[config.mk]
export PLATFORM = sky130hd
export DESIGN_NAME = card_clk_div
export DESIGN_NICKNAME = d
export VERILOG_FILES = /design/src/rtl/ccd_pkg.sv /design/src/rtl/ccd_sync.sv /design/src/rtl/ccd_phase.sv /design/src/rtl/ccd_gate.sv /design/src/rtl/card_clk_div.sv
export SDC_FILE = /design/constraint.sdc
export NUM_CORES = 1
export LEC_CHECK = 0
export CORE_MARGIN = 1.5
export CORE_UTILIZATION = 49
export DETAILED_ROUTE_END_ITERATION = 10
export PLACE_DENSITY = 0.8
export SLEW_MARGIN = 0
export SYNTH_ARGS = -nofsm -noshare
export SYNTH_HDL_FRONTEND = slang
export SYNTH_SLANG_ARGS = --single-unit
export TNS_END_PERCENT = 1
[constraint.sdc]
create_clock -name clk_xtal -period 2.2 [get_ports clk_xtal]
set_input_delay 0.44 -clock clk_xtal [delete_from_list [all_inputs] [get_ports clk_xtal]]
set_output_delay 0.44 -clock clk_xtal [all_outputs]
set_load 0.02 [all_outputs]
[src/rtl/ccd_pkg.sv]
`timescale 1ns/1ps
package ccd_pkg;
    localparam int MAX_LOG2 = 3;
    localparam int CNT_W    = MAX_LOG2;
    localparam int LEN_W    = CNT_W + 1;

    // ratio encoded as log2 of the divisor
    typedef enum logic [1:0] {
        RATIO_1 = 2'd0,
        RATIO_2 = 2'd1,
        RATIO_4 = 2'd2,
        RATIO_8 = 2'd3
    } ratio_e;

    typedef struct packed {
        logic             run;
        ratio_e           ratio;
        logic [CNT_W-1:0] cnt;
        logic             div_out;
        logic             pass_on;
    } phase_t;

    function automatic ratio_e sel_to_ratio(input logic [1:0] code);
        case (code)
            2'b00:   return RATIO_8;
            2'b01:   return RATIO_4;
            2'b11:   return RATIO_2;
            default: return RATIO_1;
        endcase
    endfunction

    function automatic logic [LEN_W-1:0] ratio_len(input ratio_e r);
        return LEN_W'(1) << r;
    endfunction
endpackage

[src/rtl/ccd_sync.sv]
`timescale 1ns/1ps
module ccd_sync #(
    parameter int WIDTH  = 2,
    parameter int STAGES = 2
) (
    input  logic             clk,
    input  logic             rst_n,
    input  logic [WIDTH-1:0] din,
    output logic [WIDTH-1:0] dout
);
    logic [STAGES-1:0][WIDTH-1:0] stg_d, stg_q;

    always_comb begin
        stg_d[0] = din;
        for (int i = 1; i < STAGES; i++) begin
            stg_d[i] = stg_q[i-1];
        end
    end

    always_ff @(posedge clk or negedge rst_n) begin
        if (!rst_n) stg_q <= '0;
        else        stg_q <= stg_d;
    end

    assign dout = stg_q[STAGES-1];
endmodule

[src/rtl/ccd_phase.sv]
`timescale 1ns/1ps
module ccd_phase
    import ccd_pkg::*;
(
    input  logic       clk,
    input  logic       rst_n,
    input  logic [1:0] sel_sync,
    input  logic       en,
    output logic       div_out,
    output logic       pass_on
);
    phase_t st_d, st_q;

    ratio_e           tgt;
    logic [LEN_W-1:0] len_cur, len_tgt, half_nxt;
    logic             at_end;

    always_comb begin
        st_d    = st_q;
        tgt     = sel_to_ratio(sel_sync);
        len_cur = ratio_len(st_q.ratio);
        len_tgt = ratio_len(tgt);
        at_end  = !st_q.run || (LEN_W'(st_q.cnt) == len_cur - LEN_W'(1));

        if (at_end) begin
            if (!en) begin
                st_d.run = 1'b0;
                st_d.cnt = '0;
            end else if (!st_q.run || tgt != st_q.ratio) begin
                // commit: one low cycle, then the new waveform opens high
                st_d.run   = 1'b1;
                st_d.ratio = tgt;
                st_d.cnt   = CNT_W'(len_tgt - LEN_W'(1));
            end else begin
                st_d.cnt = '0;
            end
        end else begin
            st_d.cnt = st_q.cnt + 1'b1;
        end

        half_nxt     = ratio_len(st_d.ratio) >> 1;
        st_d.div_out = st_d.run && (LEN_W'(st_d.cnt) < half_nxt);
        st_d.pass_on = st_d.run && (st_d.ratio == RATIO_1);
    end

    always_ff @(posedge clk or negedge rst_n) begin
        if (!rst_n) st_q <= '{run: 1'b0, ratio: RATIO_8, cnt: '0, div_out: 1'b0, pass_on: 1'b0};
        else        st_q <= st_d;
    end

    assign div_out = st_q.div_out;
    assign pass_on = st_q.pass_on;
endmodule

[src/rtl/ccd_gate.sv]
`timescale 1ns/1ps
module ccd_gate (
    input  logic clk,
    input  logic rst_n,
    input  logic div_out,
    input  logic pass_on,
    output logic clk_out
);
    logic gate_d, gate_q;

    always_comb gate_d = pass_on;

    // updated while the input clock is low, so the gated clock is never cut
    always_ff @(negedge clk or negedge rst_n) begin
        if (!rst_n) gate_q <= 1'b0;
        else        gate_q <= gate_d;
    end

    assign clk_out = div_out | (clk & gate_q);
endmodule

[src/rtl/card_clk_div.sv]
`timescale 1ns/1ps
module card_clk_div #(
    parameter int SYNC_STAGES = 2
) (
    input  logic       clk_xtal,
    input  logic       rst_n,
    input  logic [1:0] div_sel,
    input  logic       clk_en,
    output logic       card_clk
);
    logic [1:0] sel_sync;
    logic       ph_out;
    logic       ph_pass;

    ccd_sync #(.WIDTH(2), .STAGES(SYNC_STAGES)) u_sync (
        .clk  (clk_xtal),
        .rst_n(rst_n),
        .din  (div_sel),
        .dout (sel_sync)
    );

    ccd_phase u_phase (
        .clk     (clk_xtal),
        .rst_n   (rst_n),
        .sel_sync(sel_sync),
        .en      (clk_en),
        .div_out (ph_out),
        .pass_on (ph_pass)
    );

    ccd_gate u_gate (
        .clk    (clk_xtal),
        .rst_n  (rst_n),
        .div_out(ph_out),
        .pass_on(ph_pass),
        .clk_out(card_clk)
    );
endmodule

* Word-level counts from Yosys, hierarchy flattened
Index checks and enable logic that the tools add are counted.
** Word-level totals
- Output and inout port bits :: 1
- Logic and storage cells :: 36
- Register bits after elaboration :: 13
** Operators by class
- Multiplexer cells :: 8
- Bitwise gates (word level) :: 2
- Equality and inequality tests :: 4
- Reductions and logical operators :: 7
- $add $sub $neg :: 3
- Shift operators :: 3
- Magnitude comparators :: 1
** Operators with widths (number)
- 3-bit 2-to-1 mux :: 5
- 1-bit by 2-bit << shifter with 4-bit output (first input constant) :: 2
- 2-bit one-hot mux with 3 select lines :: 1
- 3-bit by 4-bit equality test with 1-bit output :: 1
- 2-bit logical NOT :: 2
- 4-bit by 1-bit subtractor with 4-bit output (second input constant) :: 1
- 3-bit by 1-bit adder with 3-bit output (second input constant) :: 1
- 3-bit < comparator :: 1
- 1-bit by 2-bit << shifter with 3-bit output (first input constant) :: 1
- 3-bit by 1-bit subtractor with 3-bit output (second input constant) :: 1
- 2-bit by 1-bit equality test with 1-bit output (second input constant) :: 1
- 2-bit equality test (second input constant) :: 1
- 1-bit logical AND :: 2
- 1-bit logical OR :: 2
- 2-bit 2-to-1 mux :: 1
- 2-bit inequality test :: 1
- 1-bit bitwise AND :: 1
- 1-bit logical NOT :: 1
- 1-bit 2-to-1 mux :: 1
- 1-bit bitwise OR :: 1

* Longest topological paths before layout
- Depth after elaboration :: 10
- Gate-level depth with buffers :: 10
- Gate-level depth less buffers :: 10

* Cells and area by module
From an unflattened synthesis, not the netlist that was laid out.
** Unflattened totals
- Cells, all modules :: 60
- Area total of the unflattened synthesis :: 724.4 µm²
** Modules (own cells, without submodules)
- ccd_phase :: instances 1, cells each 54, area each 591.8 µm², sequential area each 202.7 µm²
- ccd_sync :: instances 1, cells each 4, area each 100.1 µm², sequential area each 100.1 µm²
- ccd_gate :: instances 1, cells each 2, area each 32.5 µm², sequential area each 25.0 µm²

==> flow_metrics.env <==
export IMPL_status="finished with violations"
export IMPL_failed_checks="setup timing"
export IMPL_power_internal_mw=0.925
export IMPL_vias_in_the_first_global_route=545
export IMPL_hold_path_endpoint="u_sync.dout[1]"
export IMPL_worst_setup_skew_after_layout_ns=0.0206
export IMPL_power_per_cell_area_nw_per_um2=1560
export IMPL_setup_worst_path_start_class="flip-flop"
export IMPL_cts_hold_buf=0
export IMPL_route_vias_total=543
export IMPL_cpPeakStageDelay_ns=0.39
export IMPL_start_util=0.543
export IMPL_critical_path_peak_fanout=1
export IMPL_rsz0062_at_grt="true"
export IMPL_synth_yosys_warnings=0
export IMPL_tightest_slew_ns=0.338
export IMPL_synth_area_sq_um=724
export IMPL_setup_violations=2
export IMPL_synthToLayoutAreaGrowth_pct=30.4
export IMPL_route_antenna_remaining_nets=0
export IMPL_p_switching_mw=0.547
export IMPL_number_of_antenna_violations_at_the_first_check_in_global_routing=0
export IMPL_die_y_um=41.5
export IMPL_clkPwrFrac=0.185
export IMPL_design_final_nets=99
export IMPL_detailedPlace_worstSlack_ns=-0.394
export IMPL_hold_depth=0
export IMPL_cts_tree="built"
export IMPL_placed_cell_area_sq_um=882
export IMPL_io_pin_count=6
export IMPL_hold_path_class="reg -> reg"
export IMPL_coreArea_sq_um=1330
export IMPL_yosysSeqAreaShare=0.453
export IMPL_detail_route_vias_per_cell=5.43
export IMPL_hpwlAfterDp_mm=1.03
export IMPL_port_buffers=5
export IMPL_synth_nets=76
export IMPL_hold_violations=0
export IMPL_final_cell_mix="sky130_fd_sc_hd__buf_4 (11), sky130_fd_sc_hd__dfrtp_1 (10), sky130_fd_sc_hd__ha_1 (8)"
export IMPL_finalCoreUtilization=0.708
export IMPL_cp_buffers_inverters=1
export IMPL_worst_r2r_setup_slack_ns=0
export IMPL_r2r_worst_path_cells=8
export IMPL_detailed_router_iteration_count_before_antenna_repair=4
export IMPL_postSynthAreaPerCell_sq_um=11.5
export IMPL_worst_setup_hold_path_clk_slew_ns=0.07
export IMPL_route_final_wire_length_mm=1.30
export IMPL_yosysUniqueCellTypes=30
export IMPL_critPathKind="reg -> out"
export IMPL_worst_ir_drop_on_vdd_mv=0.930
export IMPL_final_setup_tns_ns=-0.353
export IMPL_final_layout_size_suffix_gt1_frac=0.353
export IMPL_drc=0
export IMPL_combPwrFrac=0.541
export IMPL_setup_worst_path_end_class="primary output"
export IMPL_placement_rows=13
export IMPL_dieArea_sq_um=1720
export IMPL_grt_overflow_total=0
export IMPL_cp_slowest_cell="sky130_fd_sc_hd__dfrtn_1"
export IMPL_arrival_ns=2.11
export IMPL_worst_slew_margin=0.775
export IMPL_power_total_mw=1.47
export IMPL_first_iter_violations=12
export IMPL_design_area_sq_um=945
export IMPL_crit_reg2reg_launch="u_phase.st_q[3]"
export IMPL_postSynthCellCount=63
export IMPL_final_common_cell="sky130_fd_sc_hd__buf_4"
export IMPL_gp_congestion=0.862
export IMPL_max_cap_violations=0
export IMPL_critPathRequiredTime_ns=1.76
export IMPL_hold_start="u_sync.stg_d[3]"
export IMPL_worstPathCellList="a21o_1, buf_6"
export IMPL_netSwitchingFraction=0.371
export IMPL_routedWlPerCell_um=13.0
export IMPL_grt_pass1_wl_mm=2.18
export IMPL_total_grt_usage=0.171
export IMPL_antenna_diode_count=0
export IMPL_rr_endpoint="u_phase.div_out"
export IMPL_clock_insertion_delay_worst_skew_ns=0.38
export IMPL_grt_start_max_net_pins=13
export IMPL_power_leakage_nw=0.456
export IMPL_p_seq_frac=0.275
export IMPL_slew_viol_final=0
export IMPL_timing_final_ws_setup_ns=-0.352
export IMPL_worst_path_dominant_cell_family="flip-flops"
export IMPL_synth_seq_cells=13
export IMPL_post_cts_setup_buffer_count=0
export IMPL_die_width_um=41.5
==> flip-flops by register name, indices dropped and copies added (netlist names) <==
register / cells
u_phase.st_q: 6
u_phase.div_out: 1
u_sync.stg_d: 2
u_phase.pass_on: 1
u_sync.dout: 2
u_gate.gate_q: 1
==> cells by family after synthesis <==
kind of cell,Yosys count,synth area share
AO/OA/AOI/OAI,14,0.157
AND/OR/NAND/NOR,14,0.114
flip-flops,13,0.452
adder cells (fa/ha/maj),8,0.138
buffers and inverters,7,0.0380
XOR/XNOR,5,0.0605
multiplexers,2,0.0397
==> stage by stage <==
stage               hold slack, ns  cells
global placement             0.335     93
CTS                          0.351    100
finish                       0.350    100
global route                 0.354    100
detailed placement           0.335     93
floorplan                    0.144     63
==> synthesized netlist by cell type (all sizes together) <==
| cell | instances | area, sq um |
|---|---|---|
| nand3b | 1 | 7.51 |
| o211a | 1 | 10.0 |
| ha | 8 | 100 |
| xnor2 | 2 | 17.5 |
| nand2 | 3 | 11.3 |
| a221oi | 1 | 8.76 |
| nor2 | 2 | 7.51 |
| o2bb2ai | 1 | 8.76 |
| nand3 | 3 | 15.0 |
| a21oi | 1 | 5.00 |
| o211ai | 1 | 7.51 |
| a21o | 2 | 15.0 |
| buf | 1 | 5.00 |
| o32a | 1 | 10.0 |
| or4 | 1 | 7.51 |
| o22ai | 2 | 12.5 |
| xor2 | 3 | 26.3 |
| mux2 | 1 | 15.0 |
| o21ba | 1 | 10.0 |
| nor3b | 1 | 12.5 |
| a311oi | 1 | 8.76 |
| dfstp | 2 | 52.6 |
| o21ai | 2 | 17.5 |
| dfrtn | 1 | 25.0 |
| nor4b | 1 | 8.76 |
| dfrtp | 10 | 250 |
| or2 | 1 | 6.26 |
| nand2b | 1 | 6.26 |
| inv | 6 | 22.5 |
| mux2i | 1 | 13.8 |
==> worst max path at each step <==
stage | start | endpoint | slack [ns] | depth (start not counted)
2_1_floorplan | u_phase.st_q[3] | u_phase.div_out | 0.01 | 8
3_3_place_gp | u_gate.gate_q | card_clk | -0.38 | 2
3_5_place_dp | u_gate.gate_q | card_clk | -0.39 | 2
4_1_cts | u_gate.gate_q | card_clk | -0.37 | 2
5_1_grt | u_gate.gate_q | card_clk | -0.40 | 2
6_report | u_gate.gate_q | card_clk | -0.35 | 2
==> routing by layer <==
layer	track usage	share of wire	up-vias
met5	0	0	-
met4	0.0968	0	0
met3	0.0565	0.045	0
met2	0.259	0.47	17
met1	0.213	0.49	258
li1	-	-	268
==> layout make-up <==
class,count,area [sq um]
repair buffers,15,123
multi-input cells,43,393
fillers,101,389
clock buffers,8,60.1
flip-flops and latches,13,328
well taps,15,18.8
inverters,6,22.5
==> power groups by stage <==
stage          sequential (mW)  combinational [mW]  clock, mW
6_report                 0.404               0.796      0.272
5_1_grt                  0.416               0.879      0.297
4_1_cts                  0.402               0.793      0.278
3_5_place_dp             0.404               0.781     0.0521
3_3_place_gp             0.401               0.747     0.0521
2_1_floorplan            0.408               0.514     0.0291
==> timing repair <==
item,CTS,global route
cloned,0,0
gates resized for setup,7,1
pin swaps,2,0
setup endpoints to repair,2,2
Power figures use the tool's default switching activity.
